[src/rtl/pcu_pkg.sv]
package pcu_pkg;

  // Per-channel step, range -2..2 after summing
  typedef logic signed [2:0] step_t;

  // One channel's byte of the configuration word, msb first
  typedef struct packed {
    logic [1:0] lo_ctrl;   // applied while control level is 0
    logic [1:0] hi_ctrl;   // applied while control level is 1
    logic [1:0] rise;      // rising-edge action
    logic [1:0] fall;      // falling-edge action
  } chan_modes_t;

  // Edge action: 1 counts up, 2 counts down, others do nothing
  function automatic step_t edge_step(input logic [1:0] mode);
    case (mode)
      2'd1:    edge_step = 3'sd1;
      2'd2:    edge_step = -3'sd1;
      default: edge_step = 3'sd0;
    endcase
  endfunction

  // Control action: 0 keeps, 1 reverses, others suppress
  function automatic step_t ctrl_apply(input step_t s, input logic [1:0] mode);
    case (mode)
      2'd0:    ctrl_apply = s;
      2'd1:    ctrl_apply = -s;
      default: ctrl_apply = 3'sd0;
    endcase
  endfunction

endpackage

[src/rtl/pcu_sync_filter.sv]
module pcu_sync_filter #(
  parameter int SYNC_STAGES = 2,
  parameter int FLT_W       = 10
) (
  input  logic             clk,
  input  logic             rst_n,
  input  logic             raw_in,
  input  logic             flt_en,
  input  logic [FLT_W-1:0] flt_thr,
  output logic             level_out
);

  logic [SYNC_STAGES-1:0] sync_q;
  logic                   synced;
  logic                   filt_q;
  logic [FLT_W-1:0]       run_q;
  logic                   held_long;

  always_ff @(posedge clk or negedge rst_n) begin
    if (!rst_n) sync_q <= '0;
    else        sync_q <= {sync_q[SYNC_STAGES-2:0], raw_in};
  end

  assign synced = sync_q[SYNC_STAGES-1];

  // the differing level has now been seen for run_q+1 cycles
  assign held_long = ({1'b0, run_q} + 1'b1) >= {1'b0, flt_thr};

  always_ff @(posedge clk or negedge rst_n) begin
    if (!rst_n) begin
      filt_q <= 1'b0;
      run_q  <= '0;
    end else if (!flt_en) begin
      filt_q <= synced;
      run_q  <= '0;
    end else if (synced == filt_q) begin
      run_q  <= '0;
    end else if (held_long) begin
      filt_q <= synced;
      run_q  <= '0;
    end else begin
      run_q  <= run_q + 1'b1;
    end
  end

  assign level_out = filt_q;

  // the filtered level only moves to a value the synchroniser held
  a_r5_filter_follows: assert property (@(posedge clk) disable iff (!rst_n)
    !$stable(filt_q) |-> (filt_q == $past(synced)));

endmodule

[src/rtl/pcu_chan_step.sv]
module pcu_chan_step
  import pcu_pkg::*;
(
  input  logic        clk,
  input  logic        rst_n,
  input  logic        pulse_lvl,
  input  logic        ctrl_lvl,
  input  chan_modes_t modes,
  output step_t       step
);

  logic  prev_q;
  logic  rise_ev;
  logic  fall_ev;
  step_t base_step;

  always_ff @(posedge clk or negedge rst_n) begin
    if (!rst_n) prev_q <= 1'b0;
    else        prev_q <= pulse_lvl;
  end

  assign rise_ev = pulse_lvl & ~prev_q;
  assign fall_ev = ~pulse_lvl & prev_q;

  always_comb begin
    if (rise_ev)      base_step = edge_step(modes.rise);
    else if (fall_ev) base_step = edge_step(modes.fall);
    else              base_step = 3'sd0;
    step = ctrl_apply(base_step, ctrl_lvl ? modes.hi_ctrl : modes.lo_ctrl);
  end

endmodule

[src/rtl/pcu_count_core.sv]
module pcu_count_core #(
  parameter int CNT_W = 16
) (
  input  logic                    clk,
  input  logic                    rst_n,
  input  logic                    clear,
  input  logic signed [2:0]       step_sum,
  input  logic signed [CNT_W-1:0] high_lim,
  input  logic signed [CNT_W-1:0] low_lim,
  input  logic signed [CNT_W-1:0] thr0,
  input  logic signed [CNT_W-1:0] thr1,
  input  logic [4:0]              cmp_en,   // {thr1, thr0, low, high, zero}
  output logic signed [CNT_W-1:0] cnt,
  output logic [4:0]              events    // same order as cmp_en
);

  logic signed [CNT_W-1:0] cnt_q;
  logic signed [CNT_W-1:0] cnt_d;
  logic signed [CNT_W-1:0] step_w;
  logic                    fresh_q;
  logic                    hit_high;
  logic                    hit_low;
  logic                    at_limit;
  logic [4:0]              match;

  assign step_w   = {{(CNT_W-3){step_sum[2]}}, step_sum};
  assign hit_high = (cnt_q == high_lim);
  assign hit_low  = (cnt_q == low_lim);
  assign at_limit = hit_high | hit_low;

  always_comb begin
    if (clear)         cnt_d = '0;
    else if (at_limit) cnt_d = '0;
    else               cnt_d = cnt_q + step_w;
  end

  always_ff @(posedge clk or negedge rst_n) begin
    if (!rst_n) begin
      cnt_q   <= '0;
      fresh_q <= 1'b0;
    end else begin
      cnt_q   <= cnt_d;
      fresh_q <= !clear && (cnt_d != cnt_q);
    end
  end

  assign match  = {cnt_q == thr1, cnt_q == thr0, hit_low, hit_high, cnt_q == '0};
  assign events = fresh_q ? (match & cmp_en) : 5'b0;
  assign cnt    = cnt_q;

  // clear forces zero with no event the cycle after
  a_r8_clear_zero: assert property (@(posedge clk) disable iff (!rst_n)
    clear |=> (cnt_q == '0) && (events == 5'b0));

  // a limit hit returns the count to zero
  a_r6_limit_return: assert property (@(posedge clk) disable iff (!rst_n)
    (!clear && at_limit) |=> (cnt_q == '0));

  // ordinary updates move at most two
  a_r4_step_bound: assert property (@(posedge clk) disable iff (!rst_n)
    (!clear && !at_limit) |=>
      (CNT_W'(cnt_q - $past(cnt_q) + CNT_W'(2)) <= CNT_W'(4)));

  // an event only follows a change of the count
  a_r7_event_on_change: assert property (@(posedge clk) disable iff (!rst_n)
    (events != 5'b0) |-> (cnt_q != $past(cnt_q)));

  // events pulse for one cycle only
  a_r7_single_cycle: assert property (@(posedge clk) disable iff (!rst_n)
    (events != 5'b0) |=> ((events & $past(events)) == 5'b0));

endmodule

[src/rtl/pulse_count_unit.sv]
module pulse_count_unit
  import pcu_pkg::*;
#(
  parameter int CNT_W       = 16,
  parameter int FLT_W       = 10,
  parameter int SYNC_STAGES = 2
) (
  input  logic             clk,
  input  logic             rst_n,
  input  logic             clear,
  input  logic [31:0]      cfg_word,
  input  logic [CNT_W-1:0] high_limit,
  input  logic [CNT_W-1:0] low_limit,
  input  logic [CNT_W-1:0] thresh0,
  input  logic [CNT_W-1:0] thresh1,
  input  logic             ch0_pulse,
  input  logic             ch0_ctrl,
  input  logic             ch1_pulse,
  input  logic             ch1_ctrl,
  output logic [CNT_W-1:0] count,
  output logic             ev_zero,
  output logic             ev_high,
  output logic             ev_low,
  output logic             ev_thr0,
  output logic             ev_thr1
);

  localparam int N_CH  = 2;
  localparam int N_SIG = 2 * N_CH;

  logic [N_SIG-1:0]  raw_sig;
  logic [N_SIG-1:0]  flt_sig;
  step_t             ch_step [N_CH];
  step_t             step_sum;
  chan_modes_t       ch_modes [N_CH];
  logic [4:0]        ev_vec;
  logic signed [CNT_W-1:0] cnt_s;

  // order per channel: pulse then control
  assign raw_sig = {ch1_ctrl, ch1_pulse, ch0_ctrl, ch0_pulse};
  assign ch_modes[0] = chan_modes_t'(cfg_word[23:16]);
  assign ch_modes[1] = chan_modes_t'(cfg_word[31:24]);

  for (genvar s = 0; s < N_SIG; s++) begin : g_in
    pcu_sync_filter #(.SYNC_STAGES(SYNC_STAGES), .FLT_W(FLT_W)) u_flt (
      .clk      (clk),
      .rst_n    (rst_n),
      .raw_in   (raw_sig[s]),
      .flt_en   (cfg_word[10]),
      .flt_thr  (cfg_word[FLT_W-1:0]),
      .level_out(flt_sig[s])
    );
  end

  for (genvar c = 0; c < N_CH; c++) begin : g_ch
    pcu_chan_step u_step (
      .clk      (clk),
      .rst_n    (rst_n),
      .pulse_lvl(flt_sig[2*c]),
      .ctrl_lvl (flt_sig[2*c+1]),
      .modes    (ch_modes[c]),
      .step     (ch_step[c])
    );
  end

  assign step_sum = ch_step[0] + ch_step[1];

  pcu_count_core #(.CNT_W(CNT_W)) u_core (
    .clk     (clk),
    .rst_n   (rst_n),
    .clear   (clear),
    .step_sum(step_sum),
    .high_lim(high_limit),
    .low_lim (low_limit),
    .thr0    (thresh0),
    .thr1    (thresh1),
    .cmp_en  (cfg_word[15:11]),
    .cnt     (cnt_s),
    .events  (ev_vec)
  );

  assign count   = cnt_s;
  assign ev_zero = ev_vec[0];
  assign ev_high = ev_vec[1];
  assign ev_low  = ev_vec[2];
  assign ev_thr0 = ev_vec[3];
  assign ev_thr1 = ev_vec[4];

  // a step exists only on a filtered pulse-line change
  a_r2_step_on_edge: assert property (@(posedge clk) disable iff (!rst_n)
    (ch_step[0] != 3'sd0) |-> !$stable(flt_sig[0]));

endmodule

[config.mk]
export PLATFORM = sky130hd
export DESIGN_NAME = pulse_count_unit
export DESIGN_NICKNAME = d
export VERILOG_FILES = /design/src/rtl/pcu_pkg.sv /design/src/rtl/pcu_sync_filter.sv /design/src/rtl/pcu_chan_step.sv /design/src/rtl/pcu_count_core.sv /design/src/rtl/pulse_count_unit.sv
export SDC_FILE = /design/constraint.sdc
export NUM_CORES = 1
export LEC_CHECK = 0
export BUFFER_PORTS_ARGS = -buffer_cell sky130_fd_sc_hd__clkbuf_2
export CORE_ASPECT_RATIO = 0.6
export CORE_MARGIN = 2
export CORE_UTILIZATION = 45
export CTS_BUF_LIST = sky130_fd_sc_hd__clkbuf_8 sky130_fd_sc_hd__clkbuf_16
export CTS_CLUSTER_DIAMETER = 60
export CTS_CLUSTER_SIZE = 8
export DETAILED_ROUTE_END_ITERATION = 16
export GPL_TIMING_DRIVEN = 0
export PLACE_DENSITY = 0.64
export SYNTH_ARGS = -nofsm -noshare
export SYNTH_HDL_FRONTEND = slang
export SYNTH_HIERARCHICAL = 1
export SYNTH_SLANG_ARGS = --single-unit
[constraint.sdc]
create_clock -name clk -period 9.5 [get_ports clk]
set_input_delay 0.475 -clock clk [delete_from_list [all_inputs] [get_ports clk]]
set_output_delay 0.475 -clock clk [all_outputs]
set_load 0.01 [all_outputs]
==> reports/results.tsv <==
metric	value	unit
cts hold-fix bufs	0	
Area growth, synth to finish	18.6	%
Worst Tran Pin Value	704	ps
Root Driver	clkbuf_16	
global-route wire length before repair	27.2	mm
Worst R2R Setup Slack	3880	ps
clk buf depth	2	
Seq/Total Area, Yosys	27.9	%
outcome	complete, no violations	
RSZ-0062 raised after global routing	false	
Rows	33	
placed cell areas	7260	um^2
n_diodes	0	
Initial Utilization	46.4	%
# setup viols final	0	
CP Data Required Time	9690	ps
post-CTS setup buffers	0	
Slew HR	53.0	%
Synth cell types	68	
DRT iter0 DRCs	371	
clock sinks	71	
Yosys reg bits	71	
Design Area, Final	7560	um^2
Die H	96.2	um
Tmin final	5620	ps
most common cell after layout, fill and taps aside	clkbuf_2	
Net Sw Power	0.697	mW
Critical R2R Launch	g_in[2].u_flt/level_out$_DFFE_PN0P_	
DR DRC count	0	
Post-synth EDFFs	0	
post_cts resized	0	
syn_area_per_cell	9.00	um^2
Async SR Flop Fraction	100	%
area leader, netlist	dfrtp_1	
placed cells	1024	
Final Hold Vio Count	0	
I/O pins	124	
startpoint types	register	
GRT Util Overall	23.3	%
CORE AREA	13700	um^2
IO Port Bufs	123	
fmax	178	MHz
H-tree lvl count	3	
Hold Worst Slack	45.8	ps
max-slew violation count	0	
critical path cell sequence	or3b_1 -> o31ai_1 -> ha_1 -> a211oi_1 -> fa_1 -> xor3_1 -> ha_1 -> buf_2 -> nand4_1 -> nor4_1 -> nor4b_2 -> mux2i_1 -> nor3_2 -> xnor2_1 -> o2111ai_1 -> a2111oi_2 -> a41oi_1	
WL/cell	16.4	um
Final ANT Viol Nets	0	
Main synth FF type	dfrtp_1	
most frequent cells in the layout	clkbuf_2, dfrtp_1, xnor2_1	
Crit-path slowest cell	nor4_1	
Die ar.	15200	um^2
clock network power share	20.9	%
worst skew pair latency	340	ps
Mapped Cells	708	
VDD IR max	0.0970	mV
setup ws final	3880	ps
CTS clk-pin slew, worst paths	60	ps
dpl ws	3690	ps
final WL	17.0	mm
die width	158	um
fin cells	1040	
Syn Std Cell Area	6370	um^2
Hold Crit Class	in -> async	
area share of the largest cell type after synthesis	27.9	%
vias in the first global route	5455	
Power Dens Cells	213	nW/um^2
CP dominant cell by count	ha_1	
Logic pwr share	55.5	%
DR vias	5503	
ratio of cells with drive above 1 in the final layout	24.1	%
Critical Path Sink Type	register	
Power Internal	0.914	mW
setup tns final	0	ps
Critical Path AT	5820	ps
CP Class	reg -> reg	
fin crit share	59.2	%
largest cells by area after synthesis	dfrtp_1, ha_1, xnor2_1, xor2_1, nor2b_1	
sw frac	43.3	%
routability cong.	0.887	
initial antenna violation count	0	
post-detail-place hpwl	14.0	mm
# Max-Cap Violations	0	
Leakage	3.73	nW
syn_nets	879	
Syn. warnings	6	
clock skew	9.41	ps
r2r worst-path depth	17	
Largest stage delay, worst path	600	ps
CTS tree	built	
sequential power share	23.6	%
CTS Buf Count	9	
first-pass detailed-route iteration total	5	
CP max FO	14	
largest net degree at the start of global routing	54	
Nets	1014	
post-DR vias/cell	5.29	
worst r2r dst	u_core/fresh_q$_DFF_PN0_	
GR Overflow Total	0	
-- area by class of cell --
class / instances / area [um^2]
plain buffers: 24 / 143
well taps: 192 / 240
repair buffers: 124 / 646
clock inverters: 7 / 75.1
multi-input cells: 548 / 4210
flip-flops and latches: 71 / 1780
fillers: 1221 / 6190
inverters: 65 / 244
clock buffers: 9 / 225
-- kinds of logic (layout without fill, tap and decap cells) --
kind of cell	Yosys count	in the layout	synth area share, %
compound gates	111	111	11.6
xor+xnor	123	123	18.1
fa+ha+maj	68	68	13.6
buf+inv	89	229	6.06
flops	71	71	27.9
mux	9	9	1.69
simple gates	237	237	21.2
-- Yosys cell counts (5+ instances only) --
cell type / count
xor2_1: 47
nand2_1: 34
xnor2_1: 67
a21oi_1: 33
buf_2: 14
nor4_1: 8
and2_1: 6
nor2_1: 50
ha_1: 66
and3_1: 6
dfrtp_1: 71
nor3_1: 10
o21ai_0: 24
nand3_1: 25
a31oi_1: 5
nand4_1: 14
nor2b_1: 43
inv_1: 65
o21ai_1: 10
-- through the flow --
step           util (%)  power [mW]
6_report           55.0        1.61
5_1_grt            55.0        1.74
4_1_cts            55.0        1.61
3_5_place_dp       52.8        1.26
3_3_place_gp       52.6        1.23
2_1_floorplan         -        1.03
-- routing by layer --
| metal | vias to the layer above | part of all wire [%] | track usage [%] |
|---|---|---|---|
| li1 | 2700 | - | - |
| met1 | 2622 | 50 | 34.4 |
| met2 | 160 | 42 | 34.6 |
| met3 | 21 | 6.3 | 4.68 |
| met4 | 0 | 1.2 | 5.83 |
| met5 | - | 0 | 0 |
-- worst max-delay path by stage --
stage,from,to,slack (ps)
final,g_in[2].u_flt/level_out$_DFFE_PN0P_,u_core/fresh_q$_DFF_PN0_,3880
after global placement,cfg_word[26],u_core/fresh_q$_DFF_PN0_,3830
after detailed placement,cfg_word[18],u_core/fresh_q$_DFF_PN0_,3690
after CTS,g_in[2].u_flt/level_out$_DFFE_PN0P_,u_core/fresh_q$_DFF_PN0_,3970
after floorplan,cfg_word[26],u_core/fresh_q$_DFF_PN0_,4660
after global routing,g_in[0].u_flt/level_out$_DFFE_PN0P_,u_core/fresh_q$_DFF_PN0_,3450
-- worst max-delay path: cells and delay by family (launching register included) --
kind,cells,cell delay [ps]
AO/OA/AOI/OAI,5,1210
XOR/XNOR,2,690
adder cells (fa/ha/maj),3,950
buffers and inverters,1,200
flip-flops,1,560
multiplexers,1,160
AND/OR/NAND/NOR,5,1690
-- flip-flops by register name, indices dropped and copies added (netlist names) --
signal and flops:
u_core/fresh_q 1, g_in.u_flt/level_out 4, g_ch.u_step/prev_q 2, g_in.u_flt/run_q 40
g_in.u_flt/sync_q 8, u_core/cnt 16
-- power groups by stage --
stage / combinational (mW) / sequential [mW] / clock, mW
floorplan: 0.643 / 0.385 / 0
global placement: 0.851 / 0.383 / 0
detailed placement: 0.877 / 0.386 / 0
CTS: 0.882 / 0.380 / 0.346
global route: 0.989 / 0.386 / 0.362
finish: 0.893 / 0.380 / 0.337
(Power assumes the default switching activity.)
